--- src/rtl/kbd_tx_pkg.sv ---
package kbd_tx_pkg;

   localparam int DATA_W     = 8;
   localparam int FRAME_BITS = DATA_W + 3;   // start, data, parity, stop
   localparam int LAST_FALL  = FRAME_BITS - 1;

   typedef enum logic [1:0] {
      ST_HOLD,
      ST_INHIB,
      ST_REQ,
      ST_SHIFT
   } tx_state_e;

   // odd parity: the bit that makes the total count of ones odd
   function automatic logic odd_par(input logic [DATA_W-1:0] b);
      return ~(^b);
   endfunction

endpackage

--- src/rtl/kbd_line_filter.sv ---
module kbd_line_filter #(
   parameter int   SYNC_STAGES = 2,
   parameter int   FILT_LEN    = 3,
   parameter logic IDLE_LEVEL  = 1'b1
) (
   input  logic clk,
   input  logic rst_n,
   input  logic raw,
   output logic q
);

   initial begin
      assert (SYNC_STAGES >= 2) else $fatal(1, "line filter needs two or more sync stages");
      assert (FILT_LEN >= 1)    else $fatal(1, "line filter window must be at least one");
   end

   logic [SYNC_STAGES-1:0] sync_r;
   logic                   s_last;

   always_ff @(posedge clk or negedge rst_n) begin
      if (!rst_n) sync_r <= {SYNC_STAGES{IDLE_LEVEL}};
      else        sync_r <= {sync_r[SYNC_STAGES-2:0], raw};
   end

   assign s_last = sync_r[SYNC_STAGES-1];

   generate
      if (FILT_LEN == 1) begin : g_pass
         always_ff @(posedge clk or negedge rst_n) begin
            if (!rst_n) q <= IDLE_LEVEL;
            else        q <= s_last;
         end
      end else begin : g_window
         logic [FILT_LEN-2:0] hist;
         logic [FILT_LEN-1:0] window;

         assign window = {hist, s_last};

         always_ff @(posedge clk or negedge rst_n) begin
            if (!rst_n) begin
               hist <= {(FILT_LEN-1){IDLE_LEVEL}};
               q    <= IDLE_LEVEL;
            end else begin
               hist <= window[FILT_LEN-2:0];
               if (&window)       q <= 1'b1;
               else if (~|window) q <= 1'b0;
            end
         end
      end
   endgenerate

endmodule

--- src/rtl/kbd_tx_timer.sv ---
module kbd_tx_timer #(
   parameter int W = 16
) (
   input  logic         clk,
   input  logic         rst_n,
   input  logic         clr,
   output logic [W-1:0] count
);

   initial assert (W >= 1) else $fatal(1, "timer width must be positive");

   always_ff @(posedge clk or negedge rst_n) begin
      if (!rst_n)   count <= '0;
      else if (clr) count <= '0;
      else          count <= count + W'(1);
   end

endmodule

--- src/rtl/kbd_tx_frame.sv ---
module kbd_tx_frame
   import kbd_tx_pkg::*;
(
   input  logic              clk,
   input  logic              rst_n,
   input  logic              load,
   input  logic [DATA_W-1:0] data_in,
   input  logic              shift,
   output logic              bit_out
);

   logic [FRAME_BITS-1:0] sh;

   always_ff @(posedge clk or negedge rst_n) begin
      if (!rst_n)     sh <= '1;
      else if (load)  sh <= {1'b1, odd_par(data_in), data_in, 1'b0};
      else if (shift) sh <= {1'b1, sh[FRAME_BITS-1:1]};
   end

   assign bit_out = sh[0];

endmodule

--- src/rtl/kbd_host_tx.sv ---
module kbd_host_tx
   import kbd_tx_pkg::*;
#(
   parameter int SYNC_STAGES    = 2,
   parameter int FILT_LEN       = 3,
   parameter int INHIBIT_CYCLES = 25000,     // 100 us at 250 MHz
   parameter int REQ_CYCLES     = 4,
   parameter int TIMEOUT_CYCLES = 3750000    // 15 ms at 250 MHz
) (
   input  logic              clk,
   input  logic              rst_n,
   input  logic              link_clk_in,
   input  logic              link_dat_in,
   input  logic [DATA_W-1:0] tx_byte,
   input  logic              tx_start,
   input  logic              abort_req,
   output logic              clk_drive_low,
   output logic              dat_drive_low,
   output logic              busy,
   output logic              done,
   output logic              ack_ok,
   output logic              timeout_err
);

   localparam int LIM_AB   = (INHIBIT_CYCLES > REQ_CYCLES) ? INHIBIT_CYCLES : REQ_CYCLES;
   localparam int LIM_MAX  = (LIM_AB > TIMEOUT_CYCLES) ? LIM_AB : TIMEOUT_CYCLES;
   localparam int CNT_W    = $clog2(LIM_MAX + 1);
   localparam int FALL_W   = $clog2(FRAME_BITS + 1);
   localparam int N_LINES  = 2;
   localparam int L_CLK    = 0;
   localparam int L_DAT    = 1;

   localparam logic [CNT_W-1:0]  INH_LAST  = CNT_W'(INHIBIT_CYCLES - 1);
   localparam logic [CNT_W-1:0]  REQ_LAST  = CNT_W'(REQ_CYCLES - 1);
   localparam logic [CNT_W-1:0]  TO_LAST   = CNT_W'(TIMEOUT_CYCLES - 1);
   localparam logic [FALL_W-1:0] FALL_DONE = FALL_W'(LAST_FALL);

   initial begin
      assert (INHIBIT_CYCLES >= 1) else $fatal(1, "inhibit length must be positive");
      assert (REQ_CYCLES >= 1)     else $fatal(1, "request length must be positive");
      assert (TIMEOUT_CYCLES >= 2) else $fatal(1, "timeout must exceed one cycle");
   end

   // ---------------- line conditioning ----------------
   logic [N_LINES-1:0] line_raw;
   logic [N_LINES-1:0] line_q;

   assign line_raw = {link_dat_in, link_clk_in};

   generate
      for (genvar i = 0; i < N_LINES; i++) begin : g_line
         kbd_line_filter #(
            .SYNC_STAGES (SYNC_STAGES),
            .FILT_LEN    (FILT_LEN),
            .IDLE_LEVEL  (1'b1)
         ) u_filt (
            .clk   (clk),
            .rst_n (rst_n),
            .raw   (line_raw[i]),
            .q     (line_q[i])
         );
      end
   endgenerate

   logic clk_q_d;
   logic dev_fall;

   assign dev_fall = clk_q_d & ~line_q[L_CLK];

   // ---------------- control ----------------
   tx_state_e         state, state_nxt;
   logic [CNT_W-1:0]  tcount;
   logic [FALL_W-1:0] nfall;
   logic              tmr_clr;
   logic              ld, shf, fin_ok, fin_to;
   logic              bit_out;
   logic              done_r, ack_r, err_r;

   always_comb begin
      state_nxt = state;
      ld        = 1'b0;
      shf       = 1'b0;
      fin_ok    = 1'b0;
      fin_to    = 1'b0;
      unique case (state)
         ST_HOLD: begin
            if (tx_start) begin
               state_nxt = ST_INHIB;
               ld        = 1'b1;
            end
         end
         ST_INHIB: begin
            if (abort_req)               state_nxt = ST_HOLD;
            else if (tcount == INH_LAST) state_nxt = ST_REQ;
         end
         ST_REQ: begin
            if (abort_req)               state_nxt = ST_HOLD;
            else if (tcount == REQ_LAST) state_nxt = ST_SHIFT;
         end
         ST_SHIFT: begin
            if (abort_req) begin
               state_nxt = ST_HOLD;
            end else if (dev_fall) begin
               shf = 1'b1;
               if (nfall == FALL_DONE) begin
                  fin_ok    = 1'b1;
                  state_nxt = ST_HOLD;
               end
            end else if (tcount == TO_LAST) begin
               fin_to    = 1'b1;
               state_nxt = ST_HOLD;
            end
         end
         default: state_nxt = ST_HOLD;
      endcase
   end

   assign tmr_clr = (state_nxt != state) | (state == ST_HOLD) | shf;

   kbd_tx_timer #(.W(CNT_W)) u_timer (
      .clk   (clk),
      .rst_n (rst_n),
      .clr   (tmr_clr),
      .count (tcount)
   );

   kbd_tx_frame u_frame (
      .clk     (clk),
      .rst_n   (rst_n),
      .load    (ld),
      .data_in (tx_byte),
      .shift   (shf),
      .bit_out (bit_out)
   );

   always_ff @(posedge clk or negedge rst_n) begin
      if (!rst_n) begin
         state   <= ST_HOLD;
         nfall   <= '0;
         clk_q_d <= 1'b1;
         done_r  <= 1'b0;
         ack_r   <= 1'b0;
         err_r   <= 1'b0;
      end else begin
         state   <= state_nxt;
         clk_q_d <= line_q[L_CLK];
         done_r  <= fin_ok | fin_to;
         if (state != ST_SHIFT) nfall <= '0;
         else if (shf)          nfall <= nfall + FALL_W'(1);
         if (ld)          ack_r <= 1'b0;
         else if (fin_ok) ack_r <= ~line_q[L_DAT];
         if (ld)          err_r <= 1'b0;
         else if (fin_to) err_r <= 1'b1;
      end
   end

   assign clk_drive_low = (state != ST_SHIFT);
   assign dat_drive_low = (state == ST_REQ) | ((state == ST_SHIFT) & ~bit_out);
   assign busy          = (state != ST_HOLD);
   assign done          = done_r;
   assign ack_ok        = ack_r;
   assign timeout_err   = err_r;

endmodule

--- config.mk ---
export PLATFORM = sky130hd
export DESIGN_NAME = kbd_host_tx
export DESIGN_NICKNAME = d
export VERILOG_FILES = /design/src/rtl/kbd_tx_pkg.sv /design/src/rtl/kbd_line_filter.sv /design/src/rtl/kbd_tx_timer.sv /design/src/rtl/kbd_tx_frame.sv /design/src/rtl/kbd_host_tx.sv
export SDC_FILE = /design/constraint.sdc
export NUM_CORES = 1
export LEC_CHECK = 0
export ABC_CLOCK_PERIOD_IN_PS = 5400
export BUFFER_PORTS_ARGS = -buffer_cell sky130_fd_sc_hd__buf_2
export CAP_MARGIN = 0
export CORE_UTILIZATION = 30
export CTS_BUF_LIST = sky130_fd_sc_hd__clkbuf_4 sky130_fd_sc_hd__clkbuf_8 sky130_fd_sc_hd__clkbuf_16
export DETAILED_ROUTE_END_ITERATION = 6
export GPL_TIMING_DRIVEN = 0
export RECOVER_POWER = 25
export SLEW_MARGIN = 20
export SYNTH_ARGS = -nofsm -noshare
export SYNTH_HDL_FRONTEND = slang
export SYNTH_HIERARCHICAL = 1
export SYNTH_SLANG_ARGS = --single-unit
--- constraint.sdc ---
create_clock -name clk -period 5.4 [get_ports clk]
set_input_delay 0.54 -clock clk [delete_from_list [all_inputs] [get_ports clk]]
set_output_delay 0.54 -clock clk [all_outputs]
set_load 0.1 [all_outputs]
==> results.py, run 1 <==
metrics = {
    "outcome": {
        "status": "finished with violations",
        "violations": "max-capacitance violations, max-slew violations",
    },
    "worst_setup_path": {
        "critical_path_class": "reg2reg",
        "timing.rr.start": "u_timer/count[4]",
        "startpoint": "u_timer/count[4]",
        "arrival_ns": 2.95,
        "critical_path.endpoint_type": "flip-flop",
        "cp_max_fo": 10,
        "critical_path_required_ns": 5.60,
        "crit_path_start_kind": "flip-flop",
    },
    "synthesis": {
        "synth.area.mux_share": 0.0391,
        "syn-instance-count": 248,
        "synth-compound-area-share": 0.0914,
        "synth-xor-area-share": 0.0753,
        "yosys-top-cells-area": "dfrtp_1 (30%), dfstp_2 (22%), xor2_1 (4.1%)",
        "synthArstFlopShare": 1.00,
        "synth_common_cells": "dfrtp_1 (31), nand2_1 (24), nor2_1 (24)",
        "synth.distinct_cells": 42,
        "synthAdderAreaFrac": 0.0147,
        "yosys.area.top_type_share": 0.303,
        "synth_top_flop_cell": "dfrtp_1",
        "yosysMostFrequentCell": "dfrtp_1",
        "synth_top_family_by_area": "simple AND/OR/NAND/NOR gates",
        "ys_seq_area_frac": 0.519,
        "syn-mean-instance-area_um2": 10.3,
        "synthSimpleGateAreaFrac": 0.234,
        "synth-edff-count": 0,
        "synth_nets": 265,
        "synth_top_area_cell": "dfrtp_1",
        "synth_warnings": 6,
        "ys_seq_elements": 52,
        "syn-cell-area_um2": 2560,
    },
    "clocking": {
        "cts_tree": "yes",
        "clk_pin_slew_ns": 0.09,
        "postCtsHoldBufs": 0,
        "cts_buffers": 5,
        "clk_latency_ns": 0.30,
        "clock-sinks": 52,
        "cts-root-buf": "clkbuf_8",
        "cts-htree-levels": 2,
        "ctsResizeCount": 0,
        "clockBufferDepth": 2,
        "cts_setup_buffers": 0,
    },
    "power": {
        "p_leak_nw": 1.18,
        "max-vdd-ir-drop_mv": 0.105,
        "p_per_area_nw_per_um2": 266,
    },
    "final_layout": {
        "nets": 291,
        "diodes": 0,
        "area_growth_pct": 12.4,
        "drive_above_1_share": 0.204,
        "fin_cells": 380,
    },
    "floorplan": {
        "dieArea_um2": 8900,
        "row_count": 33,
        "start_util": 0.311,
        "core_region_area_um2": 8220,
        "die_w_um": 94.4,
        "die_height_um": 94.4,
        "ios": 20,
    },
    "timing": {
        "fin_crit_ns": 2.75,
        "tightest_slew_ns": 2.71,
        "max_freq_mhz": 363,
        "fin_crit_sh": 0.510,
        "rsz0062_at_grt": "no",
        "hold_viol_final": 0,
        "finClkSkew_ns": 0.00767,
        "slew_viol_final": 53,
        "fin_setup_tns_ns": 0,
        "relSlewSlack": -0.805,
        "setup_viol": 0,
    },
    "global_route": {
        "grt_usage": 0.119,
        "overflow": 0,
        "antenna_found_initial": 0,
        "grt_max_degree": 53,
        "grt_pass1_vias": 1782,
        "grt_pass1_wl_um": 8360,
    },
    "run": {
        "drv_cap": 1,
    },
    "placed_design": {
        "place_hpwl_um": 3420,
        "gp_congestion": 0.783,
        "port_buffers": 19,
        "dp_cells": 372,
    },
    "routing": {
        "drcViolationCount": 0,
        "routed_via_density": 4.94,
        "wl_um": 4860,
        "vias": 1878,
        "routedWlPerCell_um": 12.8,
        "postRouteAntennaNets": 0,
        "dr.first_iter.drc_count": 58,
        "dr.pass1.iters": 4,
    },
    "hold_path": {
        "min_path_type": "in2reg",
        "holdCritStartpoint": "link_clk_in",
    },
}
[sequential cells by signal, indices dropped and copies added, names as in the netlist]
signal / count
state: 2
nfall: 4
u_frame/sh: 10
u_timer/count: 22
timeout_err: 1
ack_ok: 1
done: 1
g_line.u_filt/sync_r: 4
clk_q_d: 1
g_line.u_filt/q: 2
g_line.u_filt/g_window.hist: 4
[final timing paths]
| check | endpoint | slack (ns) | cells past startpoint |
|---|---|---|---|
| worst max-delay path | u_timer/count[21] | 2.65 | 7 |
| worst min-delay path | g_line[0].u_filt/sync_r[0] | 0.33 | 1 |
| worst max register to register | u_timer/count[21] | 2.65 | 7 |
| worst min register to register | g_line[0].u_filt/sync_r[1] | 0.37 | 0 |
| max in group asynchronous | u_timer/count[7] | 2.78 | 1 |
| min in group asynchronous | u_timer/count[0] | 1.08 | 1 |
[per-stage QoR]
stage | setup WS, ns | hold slack [ns] | power (W) | cell area (um2) | utilization
3_3_place_gp | 2.70 | 0.346 | 0.000547 | 2790 | 0.339
2_1_floorplan | 2.17 | 0.244 | 0.000517 | 2560 | -
4_1_cts | 2.64 | 0.279 | 0.000781 | 2880 | 0.350
5_1_grt | 2.16 | 0.309 | 0.000808 | 2880 | 0.350
3_5_place_dp | 2.66 | 0.347 | 0.000551 | 2790 | 0.339
6_report | 2.65 | 0.326 | 0.000766 | 2880 | 0.350
[power by group]
part	total (W)	switching (W)	internal (W)
Sequential	0.000452	0.0000180	0.000434
Clock	0.000225	0.000127	0.0000979
Combinational	0.0000890	0.0000571	0.0000319
[layout by cell type (no fill, tap or decap), types with 7 or more instances in the layout]
master   Yosys  layout
dfrtp_1     31      31
nand2_1     24      24
nor2_1      24      24
buf_2        4      22
dfstp_2     21      18
o21ai_0     15      15
a21oi_1     13      13
xor2_1      12      12
xnor2_1     10      10
mux2i_1     10      10
nand4_1      8       8
nand3_1      7       7
inv_1        7       7
and3_1       7       7
[worst max-delay path, stage by stage (launching register included)]
cell and delay, ns:
dfrtp_1 0.46, nor4_4 0.33, nand4b_2 0.20, nor4_4 0.43, o32ai_1 0.12, a21oi_1 0.46, clkbuf_1 0.42, o21ba_2 0.22
[per-layer routing]
layer / track usage / share of wire / vias to the layer above / wire length (um)
met5: 0 / 0 / - / 0
met3: 0.0225 / 0.032 / 5 / 156
met4: 0.0385 / 0.013 / 0 / 61
met2: 0.193 / 0.48 / 30 / 2310
li1: - / - / 919 / -
met1: 0.158 / 0.48 / 924 / 2330
[cell type report]
type | count | area, um2
Timing Repair Buffer | 19 | 93.8
Buffer | 8 | 42.5
Sequential cell | 52 | 1330
Multi-Input combinational cell | 181 | 1160
Inverter | 7 | 26.3
Clock buffer | 6 | 76.3
Fill cell | 833 | 5340
Clock inverter | 2 | 15.0
Tap cell | 105 | 131
[logic make-up (layout without fill, tap and decap cells)]
family / after synthesis / count (layout)
XOR/XNOR: 22 / 22
flip-flops: 52 / 52
AO/OA/AOI/OAI: 41 / 41
adder cells (fa/ha/maj): 3 / 3
multiplexers: 10 / 10
buffers and inverters: 15 / 42
AND/OR/NAND/NOR: 105 / 105
Note: power is estimated with default switching activity, not from simulation.
==> run 2: changes to the inputs <==
Settings changed: ABC_CLOCK_PERIOD_IN_PS 5400 to 2450.
Clock period 5.4 ns to 2.45 ns, I/O delays scaled along.
==> run 2 against run 1 <==
Net effect: the flow now finishes without violations; first-iteration DRC count rose by 110%; via count is essentially flat; clock power increased by 140%; core utilization rose by 0.53 points; die area did not move; count of clock-buffer cells in the layout unchanged; sequential power increased by 120%; largest power group unchanged.
==> results.py, run 2 (synthesized netlist as in run 1, its figures left out) <==
metrics = {
    "final_layout": {
        "drive_above_1_share": 0.214,
        "largest_reg_flops": 22,
        "largest-register": "u_timer/count",
        "fin_area_um2": 2920,
        "reg_top3": "u_timer/count x22, u_frame/sh x10",
        "layout_common_cells": "dfrtp_1 (31), nand2_1 (24), nor2_1 (24)",
        "nets": 292,
        "layout_commonest_cell": "dfrtp_1",
        "area_growth_pct": 14.1,
        "diodes": 0,
        "fin_cells": 381,
    },
    "timing": {
        "finClkSkew_ns": 0.00483,
        "fin_crit_sh": 0.929,
        "fin_crit_ns": 2.28,
        "tightest_slew_ns": 1.24,
        "holdWs_ns": 0.0351,
        "relSlewSlack": 0.174,
        "timing.final.ws_setup_ns": 0.174,
        "max_freq_mhz": 439,
        "hold_viol_final": 0,
        "rsz0062_at_grt": "no",
        "slew_viol_final": 0,
        "setup_viol": 0,
    },
    "floorplan": {
        "start_util": 0.311,
        "ios": 20,
        "die_w_um": 94.4,
        "die_height_um": 94.4,
        "row_count": 33,
        "dieArea_um2": 8900,
        "core_region_area_um2": 8220,
    },
    "power": {
        "p_per_area_nw_per_um2": 597,
        "max-vdd-ir-drop_mv": 0.202,
        "p_leak_nw": 1.20,
    },
    "worst_setup_path": {
        "critical_path_required_ns": 2.65,
        "cp_max_fo": 10,
        "arrival_ns": 2.47,
        "r2r_slack_ns": 0.17,
        "critical_path_class": "reg2reg",
        "critical_path.endpoint_type": "flip-flop",
        "crit_path_start_kind": "flip-flop",
    },
    "placed_design": {
        "gp_congestion": 0.778,
        "place_hpwl_um": 3480,
        "port_buffers": 19,
        "dp_cells": 372,
        "dpl_cell_area_um2": 2790,
        "dp_worst_setup_slack_ns": -0.263,
    },
    "run": {
        "drv_cap": 0,
    },
    "global_route": {
        "grt_pass1_vias": 1755,
        "grt_max_degree": 53,
        "overflow": 0,
        "grt_pass1_wl_um": 8270,
        "antenna_found_initial": 0,
        "grt_usage": 0.117,
    },
    "routing": {
        "dr.pass1.iters": 4,
        "routedWlPerCell_um": 12.8,
        "vias": 1877,
        "postRouteAntennaNets": 0,
        "wl_um": 4890,
        "drcViolationCount": 0,
        "routed_via_density": 4.93,
        "dr.first_iter.drc_count": 121,
    },
    "outcome": {
        "status": "finished clean",
    },
    "hold_path": {
        "min_path_type": "in2reg",
    },
    "clocking": {
        "clk_pin_slew_ns": 0.09,
        "cts-root-buf": "clkbuf_8",
        "cts-htree-levels": 2,
        "cts_buffers": 5,
        "clockBufferDepth": 2,
        "cts_tree": "yes",
        "clk_latency_ns": 0.30,
        "clock-sinks": 52,
        "cts_setup_buffers": 0,
    },
}
run 2: cell count changes in the layout (fill, tap and decap cells not counted), sizes merged:
cell / change
dlygate4sd3: +1
clkinv: -1
inv: +1
run 2: final timing paths:
path                                            startpoint                          to  depth (start not counted)
worst max-delay path                      u_timer/count[7]           u_timer/count[21]                          7
worst min-delay path                           link_clk_in  g_line[0].u_filt/sync_r[0]                          1
worst max register to register            u_timer/count[7]           u_timer/count[21]                          7
worst min register to register  g_line[0].u_filt/sync_r[0]  g_line[0].u_filt/sync_r[1]                          0
max in group asynchronous                            rst_n           u_timer/count[20]                          2
min in group asynchronous                            rst_n            u_timer/count[4]                          2
run 2: critical path, cell delays in order (launching register included):
cell and delay (ns):
dfrtp_1 0.50, nor3_1 0.31, nand2_1 0.14, nor4_4 0.34
o32ai_1 0.14, a21oi_2 0.29, clkbuf_4 0.27, o21ba_2 0.17
run 2: routing by layer:
| layer | global-route usage | vias up | part of all wire |
|---|---|---|---|
| met5 | 0 | - | 0 |
| met1 | 0.160 | 930 | 0.48 |
| met4 | 0.0346 | 0 | 0.0082 |
| met2 | 0.192 | 19 | 0.49 |
| li1 | - | 926 | - |
| met3 | 0.0177 | 2 | 0.024 |
run 2: cell type report:
| class | count | area [um2] |
|---|---|---|
| timing repair buffer | 20 | 105 |
| multi-input combinational | 181 | 1170 |
| tap | 105 | 131 |
| clock buffer | 6 | 93.8 |
| inverter | 7 | 26.3 |
| clock inverter | 2 | 15.0 |
| fill | 816 | 5300 |
| buffer | 8 | 47.5 |
| sequential | 52 | 1330 |
run 2: repair_timing:
action	in CTS	in global routing
hold buffers	1	0
endpoints found under the setup margin	20	20
hold endpoints to repair	31	0
pin swaps	0	1
resized for setup	3	3
run 2: report_power, final:
group / switching, W / leakage [nW] / internal, W / total [W]
Combinational: 0.000127 / 0.496 / 0.0000737 / 0.000201
Sequential: 0.0000385 / 0.648 / 0.000956 / 0.000994
Clock: 0.000281 / 0.0573 / 0.000268 / 0.000549
run 2: through the flow:
| stage | setup TNS, ns | power (W) | util |
|---|---|---|---|
| floorplan | 0 | 0.00114 | - |
| global placement | -2.70 | 0.00121 | 0.339 |
| detailed placement | -3.07 | 0.00122 | 0.339 |
| CTS | 0 | 0.00179 | 0.355 |
| global route | 0 | 0.00183 | 0.355 |
| finish | 0 | 0.00174 | 0.355 |
